<file path="src/rtl/rdo_seq_pkg.sv">
package rdo_seq_pkg;
  localparam int CH_PER_CHIP = 18;

  typedef enum logic [2:0] {
    ST_IDLE,
    ST_WAIT,
    ST_CLR,
    ST_LOAD,
    ST_SHIFT,
    ST_DONE
  } rdo_state_e;
endpackage

</file>
<file path="src/rtl/rdo_delay_timer.sv">
module rdo_delay_timer #(
  parameter int W = 8
) (
  input  logic         clk,
  input  logic         rst,
  input  logic         load,
  input  logic [W-1:0] load_val,
  output logic         expired
);
  logic [W-1:0] cnt_q;

  always_ff @(posedge clk) begin
    if (rst)                cnt_q <= '0;
    else if (load)          cnt_q <= load_val;
    else if (cnt_q != '0)   cnt_q <= cnt_q - 1'b1;
  end

  assign expired = (cnt_q == '0);

  // the delay counts down by one per clock until it expires
  a_r2_countdown: assert property (@(posedge clk) disable iff (rst)
    (!load && !expired) |=> (cnt_q == $past(cnt_q) - 1'b1));
endmodule

</file>
<file path="src/rtl/rdo_slot_counter.sv">
module rdo_slot_counter #(
  parameter int PERIOD = 8,
  parameter int TOTAL  = 36,
  localparam int PH_W  = $clog2(PERIOD),
  localparam int CH_W  = $clog2(TOTAL)
) (
  input  logic            clk,
  input  logic            rst,
  input  logic            start,
  input  logic            run,
  output logic [PH_W-1:0] phase_o,
  output logic [CH_W-1:0] chan_o,
  output logic            slot_end_o,
  output logic            last_slot_o
);
  localparam logic [PH_W-1:0] PH_LAST = PH_W'(PERIOD - 1);
  localparam logic [CH_W-1:0] CH_LAST = CH_W'(TOTAL - 1);

  always_ff @(posedge clk) begin
    if (rst || start) begin
      phase_o <= '0;
      chan_o  <= '0;
    end else if (run) begin
      if (phase_o == PH_LAST) begin
        phase_o <= '0;
        if (chan_o != CH_LAST) chan_o <= chan_o + 1'b1;
      end else begin
        phase_o <= phase_o + 1'b1;
      end
    end
  end

  assign slot_end_o  = (phase_o == PH_LAST);
  assign last_slot_o = (chan_o == CH_LAST);

  // a finished period moves the channel index on by exactly one
  a_r5_chan_advance: assert property (@(posedge clk) disable iff (rst)
    (run && !start && slot_end_o && !last_slot_o) |=> (chan_o == $past(chan_o) + 1'b1));
endmodule

</file>
<file path="src/rtl/rdo_chain_monitor.sv">
module rdo_chain_monitor (
  input  logic clk,
  input  logic rst,
  input  logic sample_en,
  input  logic expect_hi,
  input  logic last_stage_i,
  output logic err_o
);
  logic err_q;

  always_ff @(posedge clk) begin
    if (rst)                                        err_q <= 1'b0;
    else if (sample_en && (last_stage_i != expect_hi)) err_q <= 1'b1;
  end

  assign err_o = err_q;

  // the error flag never clears without reset
  a_r8_err_sticky: assert property (@(posedge clk) disable iff (rst)
    err_q |=> err_q);
  // the flag only rises after a check point
  a_r8_err_cause: assert property (@(posedge clk) disable iff (rst)
    $rose(err_q) |-> $past(sample_en));
endmodule

</file>
<file path="src/rtl/rdo_token_sequencer.sv">
module rdo_token_sequencer #(
  parameter int N_CHIPS = 2,
  parameter int PERIOD  = 8,
  parameter int DLY_W   = 8,
  parameter int DROP_W  = 8,
  localparam int TOTAL  = rdo_seq_pkg::CH_PER_CHIP * N_CHIPS,
  localparam int CH_W   = $clog2(TOTAL),
  localparam int PH_W   = $clog2(PERIOD)
) (
  input  logic              clk,
  input  logic              rst,
  input  logic              trig_i,
  input  logic [DLY_W-1:0]  delay_cfg_i,
  input  logic [PH_W-1:0]   settle_cfg_i,
  input  logic              last_stage_i,
  output logic              hold_o,
  output logic              tok_clk_o,
  output logic              tok_in_o,
  output logic              tok_rst_o,
  output logic              adc_strobe_o,
  output logic [CH_W-1:0]   adc_chan_o,
  output logic              done_o,
  output logic              seq_err_o,
  output logic [DROP_W-1:0] drop_cnt_o
);
  import rdo_seq_pkg::*;

  localparam logic [PH_W-1:0] PH_HALF = PH_W'(PERIOD / 2);

  rdo_state_e        st_q, st_d;
  logic [PH_W-1:0]   settle_q;
  logic [PH_W-1:0]   phase;
  logic [CH_W-1:0]   chan;
  logic              slot_end, last_slot, tmr_expired, accept;
  logic [DROP_W-1:0] drop_q;

  assign accept = trig_i && (st_q == ST_IDLE);

  rdo_delay_timer #(.W(DLY_W)) u_timer (
    .clk      (clk),
    .rst      (rst),
    .load     (accept),
    .load_val (delay_cfg_i),
    .expired  (tmr_expired)
  );

  rdo_slot_counter #(.PERIOD(PERIOD), .TOTAL(TOTAL)) u_slots (
    .clk         (clk),
    .rst         (rst),
    .start       (st_q == ST_LOAD),
    .run         (st_q == ST_SHIFT),
    .phase_o     (phase),
    .chan_o      (chan),
    .slot_end_o  (slot_end),
    .last_slot_o (last_slot)
  );

  rdo_chain_monitor u_mon (
    .clk          (clk),
    .rst          (rst),
    .sample_en    ((st_q == ST_SHIFT) && slot_end),
    .expect_hi    (last_slot),
    .last_stage_i (last_stage_i),
    .err_o        (seq_err_o)
  );

  always_comb begin
    st_d = st_q;
    unique case (st_q)
      ST_IDLE:  if (trig_i) st_d = ST_WAIT;
      ST_WAIT:  if (tmr_expired) st_d = ST_CLR;
      ST_CLR:   st_d = ST_LOAD;
      ST_LOAD:  st_d = ST_SHIFT;
      ST_SHIFT: if (slot_end && last_slot) st_d = ST_DONE;
      ST_DONE:  st_d = ST_IDLE;
      default:  st_d = ST_IDLE;
    endcase
  end

  always_ff @(posedge clk) begin
    if (rst) begin
      st_q     <= ST_IDLE;
      settle_q <= '0;
      drop_q   <= '0;
    end else begin
      st_q <= st_d;
      if (accept) settle_q <= settle_cfg_i;
      if (trig_i && (st_q != ST_IDLE) && (drop_q != '1)) drop_q <= drop_q + 1'b1;
    end
  end

  // registered decode of the current state
  always_ff @(posedge clk) begin
    if (rst) begin
      hold_o       <= 1'b0;
      tok_rst_o    <= 1'b1;
      tok_in_o     <= 1'b0;
      tok_clk_o    <= 1'b0;
      adc_strobe_o <= 1'b0;
      adc_chan_o   <= '0;
      done_o       <= 1'b0;
    end else begin
      hold_o       <= (st_q == ST_CLR) || (st_q == ST_LOAD) || (st_q == ST_SHIFT);
      tok_rst_o    <= !((st_q == ST_LOAD) || (st_q == ST_SHIFT));
      tok_in_o     <= (st_q == ST_LOAD) ||
                      ((st_q == ST_SHIFT) && (phase == '0) && (chan == '0));
      tok_clk_o    <= (st_q == ST_SHIFT) && (phase < PH_HALF);
      adc_strobe_o <= (st_q == ST_SHIFT) && (phase == settle_q);
      adc_chan_o   <= (st_q == ST_SHIFT) ? chan : '0;
      done_o       <= (st_q == ST_DONE);
    end
  end

  assign drop_cnt_o = drop_q;

  // the token is gone right after the clock edge that captured it
  a_r4_single_token: assert property (@(posedge clk) disable iff (rst)
    (tok_in_o && tok_clk_o) |=> !tok_in_o);
  // the token clock only runs while values are held
  a_r7_clk_under_hold: assert property (@(posedge clk) disable iff (rst)
    tok_clk_o |-> hold_o);
  // the done pulse releases hold and clears the token register
  a_r7_done_release: assert property (@(posedge clk) disable iff (rst)
    done_o |-> (!hold_o && tok_rst_o));
  // strobes only appear inside a readout
  a_r6_strobe_in_readout: assert property (@(posedge clk) disable iff (rst)
    adc_strobe_o |-> (hold_o && !tok_rst_o));
  // the dropped-trigger count never goes down
  a_r9_drop_no_decrease: assert property (@(posedge clk) disable iff (rst)
    1'b1 |=> (drop_cnt_o >= $past(drop_cnt_o)));
endmodule

</file>
<file path="config.mk">
export PLATFORM = sky130hd
export DESIGN_NAME = rdo_token_sequencer
export DESIGN_NICKNAME = d
export VERILOG_FILES = /design/src/rtl/rdo_seq_pkg.sv /design/src/rtl/rdo_delay_timer.sv /design/src/rtl/rdo_slot_counter.sv /design/src/rtl/rdo_chain_monitor.sv /design/src/rtl/rdo_token_sequencer.sv
export SDC_FILE = /design/constraint.sdc
export NUM_CORES = 1
export LEC_CHECK = 0
export BUFFER_PORTS_ARGS = -buffer_cell sky130_fd_sc_hd__buf_2
export CAP_MARGIN = 10
export CELL_PAD_IN_SITES_DETAIL_PLACEMENT = 0
export CELL_PAD_IN_SITES_GLOBAL_PLACEMENT = 1
export CORE_MARGIN = 2
export CORE_UTILIZATION = 40
export CTS_CLUSTER_SIZE = 12
export DETAILED_ROUTE_END_ITERATION = 6
export HOLD_SLACK_MARGIN = 0.05
export PLACE_DENSITY = 0.77
export SLEW_MARGIN = 20
export SYNTH_ARGS = -nofsm -noshare
export SYNTH_HDL_FRONTEND = slang
export SYNTH_SLANG_ARGS = --single-unit
</file>
<file path="constraint.sdc">
create_clock -name clk -period 2.2 [get_ports clk]
set_input_delay 0 -clock clk [delete_from_list [all_inputs] [get_ports clk]]
set_output_delay 0 -clock clk [all_outputs]
set_load 0.01 [all_outputs]
</file>
==> summary.txt, run 1 <==
Setup path
  – Worst path top cell family by delay: compound AO/OA/AOI/OAI gates
  – Slowest stage cell, crit path: dfxtp_1
  – Worst Reg2Reg Path Length in Cells: 4
  – Critical Path RT: around 2.4 ns
  – CP Class: register to register
  – Buf+Inv Stages, Crit Path: 0
  – CP arrival: approximately 2.0 ns
  – Critical path depth: 4
  – Worst path max stage delay: around 0.6 ns
  – CP startpoint kind: register
  – CP Capture Type: register
  – Crit-path cells: o31ai_2, a21o_1, or4_1, a21oi_1
  – Max FO, Critical Path: 13

Logic synthesis
  – Synthesized area: 2020 um2
  – Distinct cells, synth: 44
  – Average size of a mapped cell: 8.99 um2
  – Syn Inst Count: around 230
  – Synth Flop Type: dfxtp_1
  – Post-synth EDFFs: 0
  – Seq cells post-synth: between 40 and 50
  – Post-synthesis net count: 248
  – Synth warn: 0
  – Seq/Total Area, Yosys: 43.5%
  – Async S/R FF share, synth: 0%

Power and ir drop
  – P_leak: approximately 0.0010 uW
  – Combinational share of power: between 20% and 30%
  – Sequential power share: a little under half
  – Int Pwr: 1380 uW
  – Psw: between 500 and 600 uW
  – Clock power share: 32.5%
  – Peak VDD IR: approximately 0.00048 V
  – Power density cells: 774 nW/um2
  – Sw frac: slightly below 30%

Place
  – Dpl ws: about 0.50 ns
  – Routability-driven placement congestion ratio: between 0.7 and 0.8
  – Hpwl dp: roughly 2900 um
  – Port buffer count: 35

STA
  – Final setup TNS: 0 ns
  – Max Clk Rate: around 580 MHz
  – Slew Viols, Final: 0
  – RSZ-0062 raised after global routing: false
  – Final hold viol count: 0
  – Tcrit/Tclk final: slightly below 80%
  – Clock skew: just over 0.006 ns
  – Max transition margin: between 60% and 70%
  – Final Critical Period: about 1.7 ns
  – Setup violators final: 0
  – Hold WS: 0.172 ns
  – Worst-Margin Slew: approximately 0.55 ns
  – Setup WS post-layout: around 0.47 ns

Floorplanning
  – Row count: 25
  – Ports: 36
  – Width of the chip: ~75 um
  – Core area: approximately 4800 um2
  – Initial Utilization: between 40% and 50%
  – Die H: around 75 um
  – Die ar.: ~5600 um2

Hold path
  – Min-delay worst type: input port to register
  – Cells on Worst Hold Path: 5

Detailed routing
  – Met3 routed wirelength: 157 um
  – Final wirelength: 4110 um
  – Met1 WL: between 2000 and 2500 um
  – Drt pass-1 iters: 4
  – Top sig layer: met4
  – # DRC: 0
  – Wirelength per Cell: 12.0 um
  – Vias/cell: 4.89
  – Met2 WL: around 1800 um
  – Vias: approximately 1700
  – Initial DRC Count: between 80 and 90
  – Final ANT Viol Nets: 0

CTS
  – Clk buf depth: 2
  – Post CTS Setup Buffer Count: 0
  – Reg clk slew, reported paths: around 0.09 ns
  – # H-tree levels: 2
  – CTS resizes: 0
  – # hold bufs at CTS: 13
  – CTS tree: yes
  – Worst-Skew Late Latency: approximately 0.3 ns
  – Clock root buffer: clkbuf_8
  – Num Clock Sinks: 44
  – Num CTS Buffers: 5

Final layout
  – Fillers: around 450
  – P&R area growth vs syn: 24.1%
  – Most frequent cells in the layout: 44 x dfxtp_1, 35 x buf_2, 28 x nor2_1
  – Final Net Count: 297
  – Share of cells above drive strength 1: 20.0%
  – Most common cell after layout, fill and taps aside: dfxtp_1
  – Ant. Diodes: 0

Global route
  – Vias in the first global route: approximately 1500
  – GRT Overall Usage: between 10% and 20%
  – First-pass GRT wire length: around 6900 um
  – Initial antenna violation count: 0
  – Largest net degree at the start of global routing: 23
  – Total grt overflow: 0

Outcome
  – Outcome: finished, final reports clean

Job
  – Max-cap violation count: 0
-- area by class of cell --
class                           instances  area, um2  area share (%)
Multi-Input combinational cell        160       1060            42.1
Sequential cell                        44        881            35.1
Timing Repair Buffer                   51        328            13.1
Tap cell                               67       83.8            3.34
Clock buffer                            5       68.8            2.74
Clock inverter                          3       47.5            1.89
Inverter                               12       45.0            1.79
-- worst min-delay path: stages --
cell,delay (ns)
buf_2,0.13
inv_1,0.05
o21ai_0,0.06
a31oi_1,0.13
nor3_1,0.06
-- flip-flops by register name (all words and copies together) (netlist names) --
register and flops:
u_slots.phase_o 3, hold_o 1, u_mon.err_o 1, drop_cnt_o 8, tok_in_o 1, adc_strobe_o 1, u_timer.cnt_q 8, u_slots.chan_o 6
done_o 1, settle_q 3, tok_rst_o 1, tok_clk_o 1, adc_chan_o 6, st_q 3
-- stage by stage --
stage / cell area (um2) / util [%] / cells / total power (uW)
2_1_floorplan: 2020 / - / 225 / 1220
5_1_grt: 2510 / 52.5 / 342 / 2050
3_5_place_dp: 2260 / 47.3 / 321 / 1310
4_1_cts: 2510 / 52.5 / 342 / 1960
6_report: 2510 / 52.5 / 342 / 1940
3_3_place_gp: 2260 / 47.3 / 321 / 1320
-- kinds of logic (layout without fill, tap and decap cells) --
| group | Yosys count | after routing | share of synthesized area (%) |
|---|---|---|---|
| adders and majority gates | 8 | 8 | 4.95 |
| muxes | 4 | 4 | 1.98 |
| DFF | 44 | 44 | 43.5 |
| buffers and inverters | 21 | 71 | 4.20 |
| and+or+nand+nor | 93 | 93 | 26.0 |
| xor gates and xnor gates | 14 | 14 | 6.06 |
| AOI/OAI and AO/OA | 41 | 41 | 13.3 |
-- metal layers --
metal	vias up	GRT usage, %
li1	895	-
met1	744	21.6
met2	29	25.1
met3	5	3.61
met4	0	5.36
met5	-	0
-- final timing paths --
kind / startpoint / endpoint / slack, ns
setup / recovery: st_q[1]$_SDFFE_PP0P_ / drop_cnt_o[5]$_SDFFE_PP0P_ / 0.47
hold / removal: trig_i / st_q[0]$_SDFFE_PP0P_ / 0.17
setup reg to reg: st_q[1]$_SDFFE_PP0P_ / drop_cnt_o[5]$_SDFFE_PP0P_ / 0.47
hold reg to reg: u_mon.err_o$_SDFFE_PP0P_ / u_mon.err_o$_SDFFE_PP0P_ / 0.47
-- synthesized netlist by cell type, types with 2 or more instances --
cell,count,area share (%)
and3_1,4,1.2
dfxtp_1,44,44
a2111oi_0,2,0.87
inv_1,12,2.2
mux2i_1,4,2.0
o21ai_0,3,0.74
and2_1,4,1.2
nand4_1,5,1.5
nand2_1,14,2.6
nand3b_1,3,1.1
xor2_1,5,2.2
a21oi_1,16,4.0
nand2b_1,4,1.2
clkbuf_1,4,0.74
nand3_1,4,0.99
a21o_1,2,0.74
o31ai_1,3,1.1
a31oi_1,3,0.93
xnor2_1,9,3.9
nor2_1,28,5.2
ha_1,8,4.9
buf_2,5,1.2
a211oi_1,7,2.6
nor3_1,10,2.5
nor4_1,2,0.62
a311oi_1,2,0.87
-- power groups by stage --
stage          clock [uW]  sequential (uW)  combinational, uW
2_1_floorplan           0              921                300
3_5_place_dp            0              940                372
6_report              631              923                389
3_3_place_gp            0              940                377
4_1_cts               652              922                390
5_1_grt               672              934                441
No activity file was read; power rests on OpenSTA's default activity.
==> run 2: changes to the inputs <==
- ABC_AREA: not set -> 1
- PLACE_DENSITY: 0.77 -> 0.8
- clock period: 2.2 -> 1.8 ns (I/O delays scaled with it)
==> run 2 against run 1 <==
Compared with the run above: non-clock buffer count shrank 6; count of clock-buffer cells in the layout is the same; sequential power grew 24%; register-to-register slack lost 0.11 ns; fmax grew 20%; utilization shrank 2.2 points; via count grew 15%; first-iteration DRC count shrank 7.1%; wire length grew 10%; cell count grew 20%; global-route usage shrank 0.11 points; synthesized area grew 6.3%; critical endpoint is now drop_cnt_o[7]$_SDFFE_PP0P_; largest power group unchanged.
==> summary.txt, run 2 <==
STA
  – Slew Viols, Final: 0
  – Final Critical Period: roughly 1.4 ns
  – Max Clk Rate: 696 MHz
  – Tcrit/Tclk final: 79.8%
  – Final setup TNS: 0 ns
  – Setup violators final: 0
  – Max transition margin: a little over two thirds
  – Final hold viol count: 0
  – Hold WS: about 0.056 ns
  – RSZ-0062 raised after global routing: false
  – Worst-Margin Slew: 0.449 ns
  – Clock skew: around 0.0048 ns

CTS
  – Reg clk slew, reported paths: roughly 0.090 ns
  – Clock root buffer: clkbuf_8
  – # H-tree levels: 2
  – CTS tree: yes
  – # hold bufs at CTS: 10
  – Post CTS Setup Buffer Count: 0
  – CTS resizes: 0
  – Worst-Skew Late Latency: about 0.30 ns
  – Clk buf depth: 2
  – Num CTS Buffers: 5
  – Num Clock Sinks: 44

Final layout
  – P&R area growth vs syn: 20.1%
  – Fin cells: 410
  – Share of cells above drive strength 1: 20.0%
  – Most common cell after layout, fill and taps aside: nand2_1
  – Ant. Diodes: 0
  – Finished Core Util: roughly half
  – Final Net Count: between 300 and 400
  – Most frequent cells in the layout: 63 x nand2_1, 44 x dfxtp_1, 38 x nor2_1

Setup path
  – CP arrival: between 1.5 and 2 ns
  – CP startpoint kind: register
  – CP Capture Type: register
  – Max FO, Critical Path: 11
  – Critical Path RT: 1.97 ns
  – CP Class: register to register

Detailed routing
  – Final ANT Viol Nets: 0
  – Initial DRC Count: between 70 and 80
  – Vias/cell: 4.69
  – Drt pass-1 iters: 4
  – Vias: approximately 1900
  – Final wirelength: 4530 um
  – Wirelength per Cell: ~11 um
  – # DRC: 0

Logic synthesis
  – Synthesized area: approximately 2200 um2
  – Distinct cells, synth: 30
  – Synth Flop Type: dfxtp_1
  – Async S/R FF share, synth: 0%
  – Most frequent cells after synthesis: 63 x nand2_1, 44 x dfxtp_1, 38 x nor2_1
  – Post-synthesis net count: ~320
  – Most common cell in the synthesized netlist: nand2_1
  – Average size of a mapped cell: between 7 and 8 um2
  – Synth top area share: 41.0%
  – Post-synth EDFFs: 0
  – Largest area contributor in the netlist: dfxtp_1
  – Seq/Total Area, Yosys: roughly two fifths
  – Seq cells post-synth: 44
  – Top cells by area, synth: dfxtp_1 41%, nand2_1 11%, nor2_1 6.6%, inv_1 5.8%, a21oi_1 5.6%
  – Synth warn: 0
  – Syn Inst Count: around 290

Power and ir drop
  – Sw frac: 32.4%
  – Clock power share: a little under a third
  – Sequential power share: between 40% and 50%
  – Power density cells: roughly 1000 nW/um2
  – P_leak: around 0.0012 uW
  – Psw: 833 uW
  – Peak VDD IR: 0.000524 V
  – Combinational share of power: between 20% and 30%
  – Int Pwr: between 1500 and 2000 uW

Global route
  – GRT Overall Usage: between 10% and 20%
  – Total grt overflow: 0
  – Initial antenna violation count: 0
  – Vias in the first global route: about 1700
  – First-pass GRT wire length: just under 8000 um
  – Largest net degree at the start of global routing: 20

Job
  – Max-cap violation count: 0

Hold path
  – Min-delay worst type: input port to register

Outcome
  – Outcome: finished, final reports clean

Floorplanning
  – Core area: between 5000 and 6000 um2
  – Die ar.: around 6000 um2
  – Die H: around 77 um
  – Row count: 26
  – Ports: 36
  – Initial Utilization: between 40% and 50%
  – Width of the chip: roughly 77 um

Place
  – Port buffer count: 35
  – Hpwl dp: around 3200 um
  – Placed Instances: 392
  – Routability-driven placement congestion ratio: just under 0.8
-- run 2: cell families (layout without fill, tap and decap cells) --
group           Yosys count  in the layout  synth area share (%)
buf+inv                  47             93                  9.19
compound gates           45             45                  11.2
xor+xnor                 11             11                  4.48
simple gates            139            139                  29.5
flops                    44             44                  41.0
fa+ha+maj                 8              8                  4.65
-- run 2: per-stage QoR --
stage / instance area (um2) / total power, uW / worst slack (ns)
after floorplan: 2150 / 1680 / 0.484
after global placement: 2370 / 1810 / 0.341
after detailed placement: 2370 / 1800 / 0.348
after CTS: 2580 / 2600 / 0.334
after global routing: 2580 / 2750 / 0.200
final: 2580 / 2570 / 0.363
-- run 2: area by class of cell --
type / instances / area [um2]
fill: 543 / 2560
multi-input combinational: 203 / 1070
sequential: 44 / 881
timing repair buffer: 45 / 275
inverter: 40 / 150
tap: 70 / 87.6
clock buffer: 5 / 68.8
clock inverter: 3 / 47.5
-- run 2: layer usage --
layer	global-route usage [%]	share of wire [%]	vias up
li1	-	-	1023
met1	22.7	52	843
met2	23.2	42	49
met3	4.19	5.3	7
met4	5.00	1.1	0
met5	0	0	-
-- run 2: worst paths after layout --
path                              start                            end  depth (start not counted)  slack (ns)
max          drop_cnt_o[1]$_SDFFE_PP0P_     drop_cnt_o[7]$_SDFFE_PP0P_                          8        0.36
min                      delay_cfg_i[0]  u_timer.cnt_q[0]$_SDFFE_PP0P_                          5        0.06
max reg2reg  drop_cnt_o[1]$_SDFFE_PP0P_     drop_cnt_o[7]$_SDFFE_PP0P_                          8        0.36
min reg2reg    u_mon.err_o$_SDFFE_PP0P_       u_mon.err_o$_SDFFE_PP0P_                          2        0.46
-- run 2: worst max-delay path, cell delays in order (launching register included) --
cell and delay (ns):
dfxtp_1 0.38, ha_1 0.22, nand2_1 0.08, nor2_2 0.13
nand2_1 0.08, nand2_2 0.19, inv_2 0.10, nand2_1 0.08
a21oi_1 0.05
-- run 2: power groups by stage --
stage	sequential (uW)	clock (uW)	combinational [uW]
2_1_floorplan	1150	0	528
3_3_place_gp	1170	0	640
3_5_place_dp	1160	0	635
4_1_cts	1140	801	656
5_1_grt	1160	840	758
6_report	1140	774	652
